===== config.mk =====
export PLATFORM = sky130hd
export DESIGN_NAME = phy_cr_master
export DESIGN_NICKNAME = d
export VERILOG_FILES = /design/src/rtl/phy_cr_pkg.sv /design/src/rtl/phy_cr_poll.sv /design/src/rtl/phy_cr_datapath.sv /design/src/rtl/phy_cr_seq.sv /design/src/rtl/phy_cr_master.sv
export SDC_FILE = /design/constraint.sdc
export NUM_CORES = 1
export LEC_CHECK = 0
export ABC_AREA = 1
export ABC_CLOCK_PERIOD_IN_PS = 1700
export BUFFER_PORTS_ARGS = -buffer_cell sky130_fd_sc_hd__buf_2
export CAP_MARGIN = 25
export CORE_ASPECT_RATIO = 1.2
export CORE_MARGIN = 2
export CORE_UTILIZATION = 48
export CTS_CLUSTER_SIZE = 16
export DETAILED_ROUTE_END_ITERATION = 12
export PLACE_DENSITY_LB_ADDON = 0.15
export SYNTH_ARGS = -nofsm -noshare
export SYNTH_HDL_FRONTEND = slang
export SYNTH_SLANG_ARGS = --single-unit

===== constraint.sdc =====
create_clock -name clk -period 1.7 [get_ports clk]
set_input_delay 0.425 -clock clk [delete_from_list [all_inputs] [get_ports clk]]
set_output_delay 0.425 -clock clk [all_outputs]
set_load 0.01 [all_outputs]

===== src/rtl/phy_cr_pkg.sv =====
package phy_cr_pkg;

  typedef enum logic [1:0] {
    OP_ADDR  = 2'b00,
    OP_WRITE = 2'b01,
    OP_READ  = 2'b10,
    OP_READB = 2'b11
  } op_e;

  typedef enum logic [2:0] {
    ST_IDLE,
    ST_SETUP,
    ST_HI,
    ST_LO,
    ST_RSTW
  } st_e;

  // stage value equals the index of its strobe in the strobe vector
  typedef enum logic [1:0] {
    SG_ADDR = 2'd0,
    SG_DATA = 2'd1,
    SG_WR   = 2'd2,
    SG_RD   = 2'd3
  } stage_e;

  localparam int NSTB = 4;

  function automatic logic [NSTB-1:0] stage_mask(stage_e s);
    return NSTB'(1) << s;
  endfunction

endpackage


===== src/rtl/phy_cr_poll.sv =====
module phy_cr_poll #(
  parameter int GAP_W      = 8,
  parameter int MAX_CHECKS = 10
) (
  input  logic             clk,
  input  logic             rst_n,
  input  logic             restart_i,
  input  logic             waiting_i,
  input  logic [GAP_W-1:0] gap_i,
  output logic             tick_o,
  output logic             final_o
);

  localparam int CNT_W = $clog2(MAX_CHECKS + 1);

  logic [GAP_W-1:0] gap_q, gap_d;
  logic [CNT_W-1:0] cnt_q, cnt_d;
  logic             upd;

  assign tick_o  = (gap_q == '0);
  assign final_o = (cnt_q == CNT_W'(MAX_CHECKS - 1));

  always_comb begin
    gap_d = gap_q;
    cnt_d = cnt_q;
    upd   = 1'b0;
    if (restart_i) begin
      gap_d = gap_i;
      cnt_d = '0;
      upd   = 1'b1;
    end else if (waiting_i) begin
      upd = 1'b1;
      if (tick_o) begin
        gap_d = gap_i;
        cnt_d = cnt_q + CNT_W'(1);
      end else begin
        gap_d = gap_q - GAP_W'(1);
      end
    end
  end

  always_ff @(posedge clk or negedge rst_n) begin
    if (!rst_n) begin
      gap_q <= '0;
      cnt_q <= '0;
    end else if (upd) begin
      gap_q <= gap_d;
      cnt_q <= cnt_d;
    end
  end

endmodule


===== src/rtl/phy_cr_datapath.sv =====
module phy_cr_datapath #(
  parameter int          DW       = 16,
  parameter logic [15:0] RST_ADDR = 16'h7F3F
) (
  input  logic          clk,
  input  logic          rst_n,
  input  logic          load_i,
  input  logic [DW-1:0] wdata_i,
  input  logic          keep_addr_i,
  input  logic          rd_latch_i,
  input  logic [DW-1:0] dout_i,
  output logic [DW-1:0] din_o,
  output logic [DW-1:0] rdata_o,
  output logic          rst_hit_o
);

  logic [DW-1:0] din_q, addr_q, rdata_q;

  assign din_o     = din_q;
  assign rdata_o   = rdata_q;
  assign rst_hit_o = (addr_q == DW'(RST_ADDR)) && din_q[0];

  always_ff @(posedge clk or negedge rst_n) begin
    if (!rst_n) begin
      din_q <= '0;
    end else if (load_i) begin
      din_q <= wdata_i;
    end
  end

  always_ff @(posedge clk or negedge rst_n) begin
    if (!rst_n) begin
      addr_q <= '0;
    end else if (keep_addr_i) begin
      addr_q <= din_q;
    end
  end

  always_ff @(posedge clk or negedge rst_n) begin
    if (!rst_n) begin
      rdata_q <= '0;
    end else if (rd_latch_i) begin
      rdata_q <= dout_i;
    end
  end

endmodule


===== src/rtl/phy_cr_seq.sv =====
module phy_cr_seq
  import phy_cr_pkg::*;
(
  input  logic            clk,
  input  logic            rst_n,
  input  logic            start_i,
  input  logic [1:0]      op_i,
  input  logic            ack_i,
  input  logic            tick_i,
  input  logic            final_i,
  input  logic            rst_hit_i,
  output logic [NSTB-1:0] strobe_o,
  output logic            load_o,
  output logic            keep_addr_o,
  output logic            rd_latch_o,
  output logic            restart_o,
  output logic            waiting_o,
  output logic            done_o,
  output logic            err_o
);

  st_e             state_q, state_d;
  stage_e          stage_q, stage_d;
  logic [NSTB-1:0] stb_q, stb_d;
  logic            done_q, done_d;
  logic            err_q, err_d;
  op_e             op;

  assign op        = op_e'(op_i);
  assign strobe_o  = stb_q;
  assign done_o    = done_q;
  assign err_o     = err_q;
  assign waiting_o = (state_q == ST_HI) || (state_q == ST_LO);

  always_comb begin
    state_d     = state_q;
    stage_d     = stage_q;
    stb_d       = stb_q;
    done_d      = 1'b0;
    err_d       = err_q;
    load_o      = 1'b0;
    keep_addr_o = 1'b0;
    rd_latch_o  = 1'b0;
    restart_o   = 1'b0;
    unique case (state_q)
      ST_IDLE: begin
        if (start_i) begin
          load_o  = 1'b1;
          err_d   = 1'b0;
          state_d = ST_SETUP;
          unique case (op)
            OP_ADDR:  stage_d = SG_ADDR;
            OP_WRITE: stage_d = SG_DATA;
            default:  stage_d = SG_RD;
          endcase
        end
      end
      ST_SETUP: begin
        stb_d     = stage_mask(stage_q);
        state_d   = ST_HI;
        restart_o = 1'b1;
      end
      ST_HI: begin
        if (tick_i) begin
          if (ack_i) begin
            rd_latch_o = (stage_q == SG_RD);
            stb_d      = '0;
            state_d    = ST_LO;
            restart_o  = 1'b1;
          end else if (final_i) begin
            stb_d   = '0;
            err_d   = 1'b1;
            done_d  = 1'b1;
            state_d = ST_IDLE;
          end
        end
      end
      ST_LO: begin
        if (tick_i) begin
          if (!ack_i) begin
            unique case (stage_q)
              SG_ADDR: begin
                keep_addr_o = 1'b1;
                done_d      = 1'b1;
                state_d     = ST_IDLE;
              end
              SG_DATA: begin
                stb_d   = stage_mask(SG_WR);
                stage_d = SG_WR;
                if (rst_hit_i) begin
                  state_d = ST_RSTW;
                end else begin
                  state_d   = ST_HI;
                  restart_o = 1'b1;
                end
              end
              default: begin
                done_d  = 1'b1;
                state_d = ST_IDLE;
              end
            endcase
          end else if (final_i) begin
            err_d   = 1'b1;
            done_d  = 1'b1;
            state_d = ST_IDLE;
          end
        end
      end
      ST_RSTW: begin
        stb_d   = '0;
        done_d  = 1'b1;
        state_d = ST_IDLE;
      end
      default: begin
        stb_d   = '0;
        state_d = ST_IDLE;
      end
    endcase
  end

  always_ff @(posedge clk or negedge rst_n) begin
    if (!rst_n) begin
      state_q <= ST_IDLE;
      stage_q <= SG_ADDR;
      stb_q   <= '0;
      done_q  <= 1'b0;
      err_q   <= 1'b0;
    end else begin
      state_q <= state_d;
      stage_q <= stage_d;
      stb_q   <= stb_d;
      done_q  <= done_d;
      err_q   <= err_d;
    end
  end

endmodule


===== src/rtl/phy_cr_master.sv =====
module phy_cr_master
  import phy_cr_pkg::*;
#(
  parameter int          DW         = 16,
  parameter int          GAP_W      = 8,
  parameter int          MAX_CHECKS = 10,
  parameter logic [15:0] RST_ADDR   = 16'h7F3F
) (
  input  logic             clk,
  input  logic             rst_n,
  input  logic             start_i,
  input  logic [1:0]       op_i,
  input  logic [DW-1:0]    wdata_i,
  input  logic [GAP_W-1:0] gap_i,
  output logic             done_o,
  output logic             err_o,
  output logic [DW-1:0]    rdata_o,
  output logic [DW-1:0]    phy_din_o,
  output logic             phy_cap_addr_o,
  output logic             phy_cap_data_o,
  output logic             phy_write_o,
  output logic             phy_read_o,
  input  logic             phy_ack_i,
  input  logic [DW-1:0]    phy_dout_i
);

  logic [NSTB-1:0] strobe;
  logic load, keep_addr, rd_latch, restart, waiting;
  logic tick, last_chk, rst_hit;

  phy_cr_seq u_seq (
    .clk        (clk),
    .rst_n      (rst_n),
    .start_i    (start_i),
    .op_i       (op_i),
    .ack_i      (phy_ack_i),
    .tick_i     (tick),
    .final_i    (last_chk),
    .rst_hit_i  (rst_hit),
    .strobe_o   (strobe),
    .load_o     (load),
    .keep_addr_o(keep_addr),
    .rd_latch_o (rd_latch),
    .restart_o  (restart),
    .waiting_o  (waiting),
    .done_o     (done_o),
    .err_o      (err_o)
  );

  phy_cr_poll #(
    .GAP_W     (GAP_W),
    .MAX_CHECKS(MAX_CHECKS)
  ) u_poll (
    .clk      (clk),
    .rst_n    (rst_n),
    .restart_i(restart),
    .waiting_i(waiting),
    .gap_i    (gap_i),
    .tick_o   (tick),
    .final_o  (last_chk)
  );

  phy_cr_datapath #(
    .DW      (DW),
    .RST_ADDR(RST_ADDR)
  ) u_dp (
    .clk        (clk),
    .rst_n      (rst_n),
    .load_i     (load),
    .wdata_i    (wdata_i),
    .keep_addr_i(keep_addr),
    .rd_latch_i (rd_latch),
    .dout_i     (phy_dout_i),
    .din_o      (phy_din_o),
    .rdata_o    (rdata_o),
    .rst_hit_o  (rst_hit)
  );

  assign phy_cap_addr_o = strobe[SG_ADDR];
  assign phy_cap_data_o = strobe[SG_DATA];
  assign phy_write_o    = strobe[SG_WR];
  assign phy_read_o     = strobe[SG_RD];

endmodule


==> run summary <==
Summing internal, switching and leakage power gives 3.11 mW. Registers take 0.00178 mm^2. The tools report the critical path launch point type as a register. The initial antenna violation count came out at 0. The tools report the overall global routing resource usage as 20.5%.

The tools report the final worst setup slack as 0.105 ns. Total of warnings raised by yosys: 0. CTS saw 71 sinks.

For this run, the register share of the synthesized area comes to 52.5%. Clock skew on the completed layout was measured at 0.00758 ns. The slowest cell on the critical path is dfrtp_1. The highest clock rate was 0.627 GHz. The floorplan has 33 rows. The detail route stage leaves a number of antenna-violating nets equal to 0. Number of instances in the synthesized netlist: 360. The overall die area was 0.00775 mm^2; the top-area cell type share of the netlist area was 52.5%. STA puts the critical path data arrival time at 1.82 ns. The delay of the slowest cell on the worst path works out to 0.39 ns. The post-detailed-routing wire length was 7330 um; the post-synthesis cell type count was 34. Counting flops with a built-in enable in the synthesized netlist gives 0.

For this configuration, the core starts out at a cell density of 49.4%. The worst setup path is of the register to register kind. Hold timing on the final database bottoms out at a slack of 0.0888 ns. Summing every instance area after synthesis gives 0.00339 mm^2. dfrtp_1 takes more of the synthesized area than any other cell.

Global routing consumed, on the met1 layer, 25.0% of the routing resources. The fraction of layout cells with a size suffix above 1 is 34.3%. The maximum net fanout on the critical path came out at 16. The number of I/O pins was 84; the number of setup violations in the final report was 0.

Counting cells, the worst reg-to-reg path comes to 7. The number of slew-limit violations in the final report was 0; the worst ir drop on vdd was 0.497 mV. The count of placed standard cells in the final layout, fillers left out was 554. The run finished with clean final reports. The final worst-path cycle share works out to 93.8%. The number of global-route vias before repair came out at 2637.

Cell family with the largest share of critical-path delay: flip-flops. For this run, design rule violations remaining after detail routing come to 0. After clock tree synthesis, the clock-pin slew on the worst setup and hold paths is 0.08 ns. The count of input and output buffers works out to 83. Counting I/O delays and the setup requirement, the final critical path takes 1.59 ns.

Traced cell by cell, the critical path runs through inv_1 -> ha_4 -> nand4_4 -> clkinv_4 -> nand3_4 -> buf_12 -> mux2_4. The first global-routing pass estimated 12000 um of wire. The die height is 96.0 um, and the clock insertion delay at the later pin of the skew report is 0.34 ns. Entering global routing, the biggest net connects 72 pins. The buffer cell driving the clock tree root was clkbuf_8.

Measured against its own limit, the worst slew margin works out to 74.2%. The tools report the kind of capture point of the worst setup path as a register. The fraction of registers with async set or reset after synthesis is 100%, and the number of nets in the synthesized netlist is 409. At the end of the flow, the number of nets in the layout was 511.

The global routing stage identified its most utilized layer as met2. The maximum number of buffers from clock root to sink came out at 2. The floorplan step set the die width to 80.7 um. The DRC marker count from the first detailed-route iteration is 125. The layout has 629 filler cells. Routed wirelength normalized by instance count: 13.2 um. After detailed placement, the design holds a cell count of 537. After global routing the overflow that remains totals 0. The tools report the data required time at the worst endpoint as 1.92 ns.

Flip-flop cell with the highest count after synthesis: dfrtp_1. The tools report the number of H-tree branching levels as 3. The repair_antennas step left the layout with diodes totalling 0.

After synthesis, the cell types taking the most area are dfrtp_1 52%, nand2_1 8.4%, o21ai_0 6.6%. The routing usage on met2 is 35.8%, and the count of buffering cells on the critical path with inverters included is 3. TritonCTS created 9 clock buffers.

The final hold violation count is 0, and the weighted congestion reported at the end of routability-driven placement is 0.959. OpenSTA, run right after detailed placement, puts the worst setup slack at -0.0482 ns. The logic depth of the worst path, buffers included works out to 7.

TritonCTS built the clock tree. Setup repair after global routing left no endpoint under its margin. Across the run, the number of max-cap violations was 0. The number of buffers inserted by hold repair at cts was 0; the ratio of total power to cell area was 735 mW/mm^2. The area added between synthesis and finish is 25.1%, and the placeable core region is 0.00685 mm^2. The area taken by multi-input logic gates is 0.00139 mm^2, and the total iterations of the first detailed-routing run is 4. In this run, synthesis produced a sequential element count of 71. HPWL reported at the end of detailed placement: 5380 um.

The vias after detailed routing was 2709. Dividing the detail-routed via count by the number of cells gives 4.89. Worst-margin pin slew: 0.386 ns. Global routing used 4.50% of the available met3 tracks. The class of the tightest hold or removal check is primary input to asynchronous set/reset pin. For this design the static power due to leakage is 2.23 nW.

The average size of a mapped cell is 9.41 um^2.
-- registers in the layout, indices dropped and copies added (netlist names) --
register,flops
u_dp.addr_q,16
u_dp.din_o,16
u_dp.rdata_o,16
u_poll.gap_q,8
u_poll.cnt_q,4
u_seq.strobe_o,4
u_seq.state_q,3
u_seq.stage_q,2
u_seq.done_o,1
u_seq.err_o,1
-- path summary, 6_finish.rpt --
| kind | from | endpoint | slack, ns |
|---|---|---|---|
| min in group clk | wdata_i[13] | u_dp.din_o[13] | 0.28 |
| setup / recovery | u_poll.gap_q[0] | u_dp.rdata_o[8] | 0.11 |
| hold / removal | rst_n | u_seq.err_o | 0.09 |
| hold reg to reg | u_dp.addr_q[4] | u_dp.addr_q[4] | 0.48 |
| setup reg to reg | u_poll.gap_q[0] | u_dp.rdata_o[8] | 0.11 |
| max in group asynchronous | rst_n | u_poll.cnt_q[0] | 1.29 |
-- synthesized netlist by cell type (all sizes together), types with 3 or more instances --
| cell type | number |
|---|---|
| nand4 | 4 |
| ha | 3 |
| nor3 | 6 |
| inv | 44 |
| xor2 | 7 |
| nand3 | 14 |
| dfrtp | 71 |
| o22ai | 5 |
| buf | 8 |
| a21oi | 8 |
| mux2 | 20 |
| o21ai | 47 |
| nor2 | 39 |
| nand2 | 78 |
-- final cells by class --
type / count / area share (%)
timing repair buffer: 100 / 14.0
clock inverter: 6 / 1.45
sequential: 71 / 42.0
multi-input combinational: 235 / 32.7
inverter: 45 / 4.28
tap: 87 / 2.57
clock buffer: 10 / 3.01
-- report_power, final --
group | internal (mW) | leakage (nW) | switching (mW)
Combinational | 0.0464 | 1.28 | 0.0584
Sequential | 1.69 | 0.851 | 0.000919
Clock | 0.673 | 0.0960 | 0.646
-- worst register-to-register path, stage by stage (launching register included) --
cell and delay (ns):
dfrtp_1 0.39, inv_1 0.11, ha_4 0.17, nand4_4 0.16
clkinv_4 0.11, nand3_4 0.07, buf_12 0.16, mux2_4 0.31
-- repair_timing --
action                     4_1_cts  5_1_grt
gates resized for setup          0        8
pin swaps                        0        0
setup endpoints to repair       16       31
setup buffers                    1        0
-- per-stage QoR --
step / setup TNS (ns) / utilization, % / cell area (um^2)
2_1_floorplan: 0 / - / 3390
3_3_place_gp: 0 / 58.4 / 4000
3_5_place_dp: -0.518 / 58.4 / 4000
4_1_cts: 0 / 61.4 / 4210
5_1_grt: 0 / 61.8 / 4240
6_report: 0 / 61.8 / 4240
-- routing by layer --
metal / part of all wire (%) / up-vias
li1: - / 1366
met1: 44 / 1288
met2: 51 / 49
met3: 3.9 / 6
met4: 1.1 / 0
met5: 0 / -
-- placed cells by master, fill, tap and decap left out, types with 7 or more instances in the layout --
cell / instances
a21oi_1: 8
buf_2: 83
buf_4: 13
clkbuf_8: 9
dfrtp_1: 70
inv_1: 38
mux2_2: 10
mux2_4: 10
nand2_1: 75
nand3_1: 12
nor2_1: 32
o21ai_0: 45
xor2_1: 7
-- kinds of logic after synthesis --
logic type,synth area share [%]
AOI/OAI and AO/OA,10.2
xor gates and xnor gates,2.07
adders and majority gates,1.11
buffers and inverters,7.28
DFF,52.5
muxes,7.76
and+or+nand+nor,19.1
No activity file was read; power rests on OpenSTA's default activity.
